File: src/rtl/sleep_clk_pkg.sv
package sleep_clk_pkg;

  localparam int NUM_DOM = 7;

  // Domain bit positions inside the enable vector
  localparam int D_CPU   = 0;
  localparam int D_SRAM  = 1;
  localparam int D_IO    = 2;
  localparam int D_ADC   = 3;
  localparam int D_ASYNC = 4;
  localparam int D_OSC   = 5;
  localparam int D_IRQ   = 6;

  typedef logic [NUM_DOM-1:0] dom_vec_t;

  typedef enum logic [2:0] {
    M_IDLE     = 3'b000,
    M_ADC_QUIET= 3'b001,
    M_POWEROFF = 3'b010,
    M_TIMERSAVE= 3'b011,
    M_STANDBY  = 3'b110,
    M_EXT_STBY = 3'b111
  } sleep_mode_t;

  typedef enum logic [1:0] {
    ST_AWAKE   = 2'd0,
    ST_SLEEP   = 2'd1,
    ST_STARTUP = 2'd2
  } ctrl_state_t;

  localparam dom_vec_t ALL_ON     = '1;
  localparam dom_vec_t STARTUP_EN = ~(dom_vec_t'(1) << D_CPU);

endpackage

File: src/rtl/sleep_mode_decode.sv
module sleep_mode_decode
  import sleep_clk_pkg::*;
(
  input  logic [2:0] mode,
  output dom_vec_t   keep_mask,
  output logic       osc_stops
);

  always_comb begin
    keep_mask = '0;
    osc_stops = 1'b0;
    case (mode)
      M_ADC_QUIET: begin
        keep_mask[D_ADC]   = 1'b1;
        keep_mask[D_ASYNC] = 1'b1;
        keep_mask[D_OSC]   = 1'b1;
        keep_mask[D_IRQ]   = 1'b1;
      end
      M_POWEROFF: begin
        osc_stops = 1'b1;
      end
      M_TIMERSAVE: begin
        keep_mask[D_ASYNC] = 1'b1;
        osc_stops          = 1'b1;
      end
      M_STANDBY: begin
        keep_mask[D_OSC] = 1'b1;
      end
      M_EXT_STBY: begin
        keep_mask[D_OSC]   = 1'b1;
        keep_mask[D_ASYNC] = 1'b1;
      end
      default: begin
        // Idle and the unused selects: only the core stops
        keep_mask        = ALL_ON;
        keep_mask[D_CPU] = 1'b0;
      end
    endcase
  end

endmodule

File: src/rtl/sleep_startup_timer.sv
module sleep_startup_timer #(
  parameter int CNT_W = 16
) (
  input  logic             clk,
  input  logic             rst,
  input  logic             load,
  input  logic [CNT_W-1:0] load_val,
  output logic             last
);

  logic [CNT_W-1:0] cnt_q;

  always_ff @(posedge clk) begin
    if (rst) begin
      cnt_q <= '0;
    end else if (load) begin
      cnt_q <= load_val;
    end else if (cnt_q != '0) begin
      cnt_q <= cnt_q - 1'b1;
    end
  end

  assign last = (cnt_q == CNT_W'(1));

endmodule

File: src/rtl/sleep_clk_ctrl.sv
module sleep_clk_ctrl
  import sleep_clk_pkg::*;
#(
  parameter int CNT_W = 16
) (
  input  logic             clk,
  input  logic             rst,
  input  logic [2:0]       mode_sel,
  input  logic             sleep_arm,
  input  logic             sleep_req,
  input  logic             wake_irq,
  input  logic [CNT_W-1:0] startup_len,
  output logic             en_cpu,
  output logic             en_sram,
  output logic             en_io,
  output logic             en_adc,
  output logic             en_async,
  output logic             en_osc,
  output logic             en_irq
);

  ctrl_state_t state_q, state_d;
  logic [2:0]  mode_q, mode_d;
  dom_vec_t    en_q, en_d;
  dom_vec_t    keep_mask;
  logic        osc_stops;
  logic        tmr_load, tmr_last;

  sleep_mode_decode u_decode (
    .mode      (mode_d),
    .keep_mask (keep_mask),
    .osc_stops (osc_stops)
  );

  sleep_startup_timer #(.CNT_W(CNT_W)) u_timer (
    .clk      (clk),
    .rst      (rst),
    .load     (tmr_load),
    .load_val (startup_len),
    .last     (tmr_last)
  );

  always_comb begin
    state_d  = state_q;
    mode_d   = mode_q;
    tmr_load = 1'b0;
    case (state_q)
      ST_AWAKE: begin
        if (sleep_req && sleep_arm) begin
          state_d = ST_SLEEP;
          mode_d  = mode_sel;
        end
      end
      ST_SLEEP: begin
        if (wake_irq) begin
          if (osc_stops && (startup_len != '0)) begin
            state_d  = ST_STARTUP;
            tmr_load = 1'b1;
          end else begin
            state_d = ST_AWAKE;
          end
        end
      end
      ST_STARTUP: begin
        if (tmr_last) state_d = ST_AWAKE;
      end
      default: state_d = ST_AWAKE;
    endcase
  end

  always_comb begin
    case (state_d)
      ST_SLEEP:   en_d = keep_mask;
      ST_STARTUP: en_d = STARTUP_EN;
      default:    en_d = ALL_ON;
    endcase
  end

  always_ff @(posedge clk) begin
    if (rst) begin
      state_q <= ST_AWAKE;
      mode_q  <= 3'b000;
      en_q    <= ALL_ON;
    end else begin
      state_q <= state_d;
      mode_q  <= mode_d;
      en_q    <= en_d;
    end
  end

  assign en_cpu   = en_q[D_CPU];
  assign en_sram  = en_q[D_SRAM];
  assign en_io    = en_q[D_IO];
  assign en_adc   = en_q[D_ADC];
  assign en_async = en_q[D_ASYNC];
  assign en_osc   = en_q[D_OSC];
  assign en_irq   = en_q[D_IRQ];

endmodule

File: config.mk
export PLATFORM = sky130hd
export DESIGN_NAME = sleep_clk_ctrl
export DESIGN_NICKNAME = d
export VERILOG_FILES = /design/src/rtl/sleep_clk_pkg.sv /design/src/rtl/sleep_mode_decode.sv /design/src/rtl/sleep_startup_timer.sv /design/src/rtl/sleep_clk_ctrl.sv
export SDC_FILE = /design/constraint.sdc
export NUM_CORES = 1
export LEC_CHECK = 0
export BUFFER_PORTS_ARGS = -buffer_cell sky130_fd_sc_hd__buf_2
export CELL_PAD_IN_SITES_DETAIL_PLACEMENT = 1
export CELL_PAD_IN_SITES_GLOBAL_PLACEMENT = 1
export CORE_MARGIN = 3
export CORE_UTILIZATION = 36
export DETAILED_ROUTE_END_ITERATION = 16
export MAX_ROUTING_LAYER = met4
export PLACE_DENSITY_LB_ADDON = 0.08
export SYNTH_ARGS = -nofsm -noshare
export SYNTH_HDL_FRONTEND = slang
export SYNTH_HIERARCHICAL = 1
export SYNTH_SLANG_ARGS = --single-unit
export TNS_END_PERCENT = 10
File: constraint.sdc
create_clock -name clk -period 2.5 [get_ports clk]
set_input_delay 0.625 -clock clk [delete_from_list [all_inputs] [get_ports clk]]
set_output_delay 0.625 -clock clk [all_outputs]
set_load 0.02 [all_outputs]
Word-level counts from Yosys, hierarchy flattened
Index checks and enable logic that the tools add are counted.
{ "word_totals": {"input_bits": 24, "out_inout_bits": 7, "wordCells": 43, "ff_bits": 28} }
{ "op_classes": {"add_sub_neg": 1, "n_eq_ne": 10, "n_mux": 18, "reduce_logical": 10} }
{ "ops": {"columns": ["op", "count"], "rows": [
  ["16-bit 2-to-1 mux", 2],
  ["16-bit nonzero test", 2],
  ["16-bit by 1-bit equality test with 1-bit output, second input constant", 1],
  ["16-bit by 1-bit subtractor with 16-bit output, second input constant", 1],
  ["7-bit case mux with 2 select lines", 1],
  ["3-bit 2-to-1 mux", 3],
  ["2-bit 2-to-1 mux", 4],
  ["1-bit 2-to-1 mux", 7],
  ["3-bit by 2-bit equality test with 1-bit output, second input constant", 2],
  ["3-bit equality test, second input constant", 2],
  ["2-bit case mux with 3 select lines", 1],
  ["5-bit OR reduction", 1],
  ["2-bit by 1-bit equality test with 1-bit output, second input constant", 2],
  ["2-bit equality test, second input constant", 2],
  ["2-bit OR reduction", 2],
  ["4-bit OR reduction", 1],
  ["3-bit by 1-bit equality test with 1-bit output, second input constant", 1],
  ["1-bit logical AND", 2],
  ["2-bit zero test", 1],
  ["2-bit nonzero test", 1]
]} }

Depth between registers and ports, before layout
{ "logic_depth": {"word_depth": 12, "ltp_mapped": 11, "ltp_nobuf": 10} }

Cells and area by module
Netlist, hierarchy kept.
{ "by_module_without_submodules": {"columns": ["mod", "area_per_inst_um2", "seq_area_each_um2", "instances", "cells_per_inst"], "rows": [
  ["sleep_startup_timer", 945.9, 320.3, 1, 115],
  ["sleep_clk_ctrl", 513.0, 240.2, 1, 54],
  ["sleep_mode_decode", 55.1, 0.0, 1, 10]
]} }

Worst setup path after synthesis
OpenSTA, ideal clock, no wires.
{ "synth_timing": {"kind": "input port to flip-flop", "start": "in sleep_req", "end": "reg en_q[1]", "t_required_ns": 2.362, "n_path_buf": 0, "stages": 8, "setup_time_ns": 0.138, "arrival_ns": 2.294, "setup_slack_ns": 0.068, "path_cell_list": "and4bb_4 > mux2_4 > nor2_2 > nand4b_1 > o21ai_0 > ha_1 > nor3_1 > nand2_1"} }
{ "synth_between": {"elab_chain_len": 12, "elab_cells_between_ends": 20, "classes_between": "eq/ne: 7; mux: 9; reduce/logical: 4"} }
{ "synth_lines": {"columns": ["item", "line", "text"], "rows": [
  ["from (decl)", "sleep_clk_ctrl.sv:10", "input logic sleep_req,"],
  ["1-bit logical AND (*)", "sleep_clk_ctrl.sv:49", "if (sleep_req && sleep_arm) begin"],
  ["3-bit 2-to-1 mux (*)", "sleep_clk_ctrl.sv:49", null],
  ["3-bit 2-to-1 mux (*)", "sleep_clk_ctrl.sv:47", "case (state_q)"],
  ["net mode_d[2]", "sleep_clk_ctrl.sv:23", "logic [2:0] mode_q, mode_d;"],
  ["3-bit by 2-bit equality test with 1-bit output", "sleep_mode_decode.sv:12", "case (mode)"],
  ["2-bit OR reduction (no line) (*)", null, null],
  ["1-bit 2-to-1 mux (*)", "sleep_mode_decode.sv:12", null],
  ["net osc_stops", "sleep_clk_ctrl.sv:26", "logic osc_stops;"],
  ["1-bit logical AND (*)", "sleep_clk_ctrl.sv:56", "if (osc_stops && (startup_len != '0)) begin"],
  ["2-bit 2-to-1 mux (*)", "sleep_clk_ctrl.sv:56", null],
  ["2-bit 2-to-1 mux (*)", "sleep_clk_ctrl.sv:55", "if (wake_irq) begin"],
  ["2-bit case mux with 3 select lines (*)", "sleep_clk_ctrl.sv:47", null],
  ["net state_d[1]", "sleep_clk_ctrl.sv:22", "ctrl_state_t state_q, state_d;"],
  ["2-bit equality test or 2-bit by 1-bit equality test with 1-bit output (tied branches)", "sleep_clk_ctrl.sv:72", "case (state_d)"],
  ["7-bit case mux with 2 select lines (*)", "sleep_clk_ctrl.sv:72", null],
  ["to (signal assigned)", "sleep_clk_ctrl.sv:87", "en_q <= en_d;"],
  ["to (decl)", "sleep_clk_ctrl.sv:24", "dom_vec_t en_q, en_d;"]
]} }
The timed path passes the listed nets; every way through them passes the cells marked *.
A chain may end at the register's enable or synchronous reset.

Final worst setup path
{ "layout_timing": {"start": "reg state_q[1]", "end": "reg en_q[6]"} }
{ "layout_between": {"elab_chain_len": 11, "elab_cells_between_ends": 21, "classes_between": "eq/ne: 8; mux: 9; reduce/logical: 4"} }
{ "layout_lines": {"columns": ["item", "line", "text"], "rows": [
  ["from (decl)", "sleep_clk_ctrl.sv:22", null],
  ["from (signal assigned)", "sleep_clk_ctrl.sv:85", "state_q <= state_d;"],
  ["2-bit zero test (*)", "sleep_clk_ctrl.sv:47", null],
  ["3-bit 2-to-1 mux (*)", "sleep_clk_ctrl.sv:47", null],
  ["net mode_d[2]", "sleep_clk_ctrl.sv:23", null],
  ["3-bit by 2-bit equality test with 1-bit output", "sleep_mode_decode.sv:12", null],
  ["2-bit OR reduction (no line) (*)", null, null],
  ["1-bit 2-to-1 mux (*)", "sleep_mode_decode.sv:12", null],
  ["net osc_stops", "sleep_clk_ctrl.sv:26", null],
  ["1-bit logical AND (*)", "sleep_clk_ctrl.sv:56", null],
  ["2-bit 2-to-1 mux (*)", "sleep_clk_ctrl.sv:56", null],
  ["2-bit 2-to-1 mux (*)", "sleep_clk_ctrl.sv:55", null],
  ["2-bit case mux with 3 select lines (*)", "sleep_clk_ctrl.sv:47", null],
  ["net state_d[1]", "sleep_clk_ctrl.sv:22", null],
  ["2-bit equality test or 2-bit by 1-bit equality test with 1-bit output (tied branches)", "sleep_clk_ctrl.sv:72", null],
  ["7-bit case mux with 2 select lines (*)", "sleep_clk_ctrl.sv:72", null]
]} }
Marked as above.

==> impl_metrics.tcl <==
set metrics [dict create \
    grtUsageTotal_pct 17.99 \
    arrival_ns 2.44 \
    core_um2 3854 \
    syn2layout_area_growth_pct 20.83 \
    ys_async_sr_fraction_pct 0 \
    synth.area.top_cells "dfxtp_1 37%, nand2_1 6.7%, nor2_1 4.7%" \
    final_area_um2 1829 \
    cts_hold_buf 0 \
    dr.pass1.iters 4 \
    hold_viol 0 \
    synth-main-ff-cell "dfxtp_1" \
    drive_above_1_share_pct 27.31 \
    grt_pass1_wl_um 7141 \
    postCtsSetupRepairBufs 0 \
    hold_class "in -> reg" \
    die_h_um 70.85 \
    multiInputGateArea_um2 874.6 \
    register_area_um2 560.5 \
    finClkSkew_ns 0.008547 \
    wl_um 4166 \
    drcViolationCount 0 \
    synth_area_leader_cell "dfxtp_1" \
    max_freq_mhz 442.6 \
    ys_ff_latch 28 \
    grt_overflow 0 \
    setup-tns-final_ns 0 \
    slew_viol_final 0 \
    post_cts_resized 0 \
    hpwl_um 3259 \
    yosysWarnings 6 \
    initial_core_util_pct 39.29 \
    vias_per_cell 5.383 \
    yosys-top-cells-count "28 x dfxtp_1, 27 x nand2_1, 19 x nor2_1, 11 x inv_1, 8 x o21ai_0" \
    synth.most_common_cell "dfxtp_1" \
    relSlewSlack_pct 41.80 \
    cts_root_buf "clkbuf_8" \
    crit_fanout 6 \
    period_needed_ns 2.259 \
    post_drt_wl_per_cell_um 15.78 \
    cts_tree "yes" \
    placed_cell_area_um2 1758 \
    cp-end-kind "flop" \
    num_antenna_cells 0 \
    final_nets 245 \
    dr_total_vias 1421 \
    yosysUniqueCellTypes 52 \
    synth_edf_count 0 \
    synthesis.area_per_instance_um2 8.458 \
    cp.required_ns 2.69 \
    die_w_um 70.85 \
    grt_pass1_vias 1513 \
    worst_pin_slew_ns 0.8651 \
    syn_inst 179 \
    gp_congestion 0.8331 \
    critPathLaunchType "flop" \
    ys_seq_area_share_pct 37.02 \
    p_per_area_nw_per_um2 1246 \
    maxCapViolCount 0 \
    setup_viol 0 \
    grt_antenna_before_repair 0 \
    grt_max_degree 21 \
    clock_latency_ns 0.28 \
    path_clk_slew_ns 0.10 \
    cts_buffers 3 \
    status "finished, final reports clean" \
    min_period_over_period_pct 90.37 \
    port-buffer-count 30 \
    leakagePower_uw 0.0007663 \
    synth_top_area_share_pct 37.02 \
    min_path_cells 3 \
    worstSetupPathType "reg -> reg" \
    fillers 472 \
    r2r_cells 9 \
    rsz0062_at_grt "false" \
    synth_area_um2 1514 \
    fp-row-count 22 \
    cts.htree.levels 1 \
    ant_nets 0 \
    io_pins 31 \
    ir_drop_v 0.0005011 \
    die_area_um2 5020 \
    clkSinkCount 28 \
    synth_fp_nets 207 \
    first_iter_violations 51 \
    clk_path_buf_depth 2 \
]
[placed cells by master (no fill, tap or decap), drive strengths merged, types with 2 or more instances in the layout]
master,instances
dfxtp,28
nor3,5
o21ai,8
a311oi,2
buf,39
or2,2
mux2,3
or4,3
nand4,4
xor2,2
ha,4
inv,12
o31a,2
nand2,28
xnor2,4
a221oi,3
nor4,9
clkbuf,3
a211oi,3
a21oi,5
nand3,3
nor3b,2
nor2,20
nor2b,3
[cells by family (layout without fill, tap and decap cells)]
| logic type | Yosys count | in the layout | share of synthesized area [%] |
|---|---|---|---|
| and+or+nand+nor | 87 | 87 | 32.81 |
| xor gates and xnor gates | 6 | 6 | 3.471 |
| muxes | 4 | 4 | 3.388 |
| adders and majority gates | 4 | 4 | 3.306 |
| AOI/OAI and AO/OA | 31 | 31 | 14.55 |
| other | 1 | 1 | 0.2477 |
| DFF | 28 | 28 | 37.02 |
| buffers and inverters | 18 | 55 | 5.206 |
[area by class of cell]
cell class / instances / share of cell area [%]
Multi-Input combinational cell: 133 / 47.81
Sequential cell: 28 / 30.64
Timing Repair Buffer: 39 / 11.90
Tap cell: 48 / 3.283
Inverter: 12 / 2.462
Clock buffer: 3 / 2.257
Clock inverter: 1 / 1.642
[path summary, 6_finish.rpt]
path,from,to,slack [ns]
setup / recovery,state_q[1],en_q[6],0.24
hold reg to reg,u_timer/cnt_q[7],u_timer/cnt_q[7],0.57
hold / removal,startup_len[14],u_timer/cnt_q[14],0.56
setup reg to reg,state_q[1],en_q[6],0.24
[power breakdown]
group / internal (uW) / switching, uW / total [uW]
Combinational: 525 / 655 / 1180
Sequential: 578 / 156 / 734
Clock: 215 / 150 / 365
Total: 1320 / 962 / 2280
[critical path: stages (launching register included)]
cell and delay (ns):
dfxtp_1 0.35, and4bb_4 0.38, mux2_4 0.32, nor2_2 0.10, nand4b_1 0.18, o21ai_0 0.21
ha_1 0.25, nor3_1 0.16, buf_4 0.17, nand2_1 0.05
[flip-flops by register name (all words and copies together), names as in the netlist]
signal,cells
u_timer/cnt_q,16
mode_q,3
state_q,2
en_q,7
[per-stage QoR]
| step | util (%) | power, uW | hold WS [ns] | std cells | worst slack [ns] |
|---|---|---|---|---|---|
| CTS | 47.47 | 2296 | 0.5647 | 264 | 0.2386 |
| detailed placement | 45.62 | 1922 | 0.5510 | 260 | -0.03077 |
| finish | 47.47 | 2279 | 0.5641 | 264 | 0.2409 |
| global route | 47.47 | 2481 | 0.5773 | 264 | 0.07227 |
| global placement | 45.62 | 1869 | 0.5256 | 260 | 0.02304 |
| floorplan | - | 1546 | 0.4999 | 179 | 0.06796 |
[layer usage]
layer  track usage (%)  routed length, um  vias up
met1             24.72               2063      671
met4             3.758                 36        0
met5                 -                  0        -
li1                  -                  -      711
met3             2.415                189        5
met2             28.32               1877       34
Power figures use the tool's default switching activity.
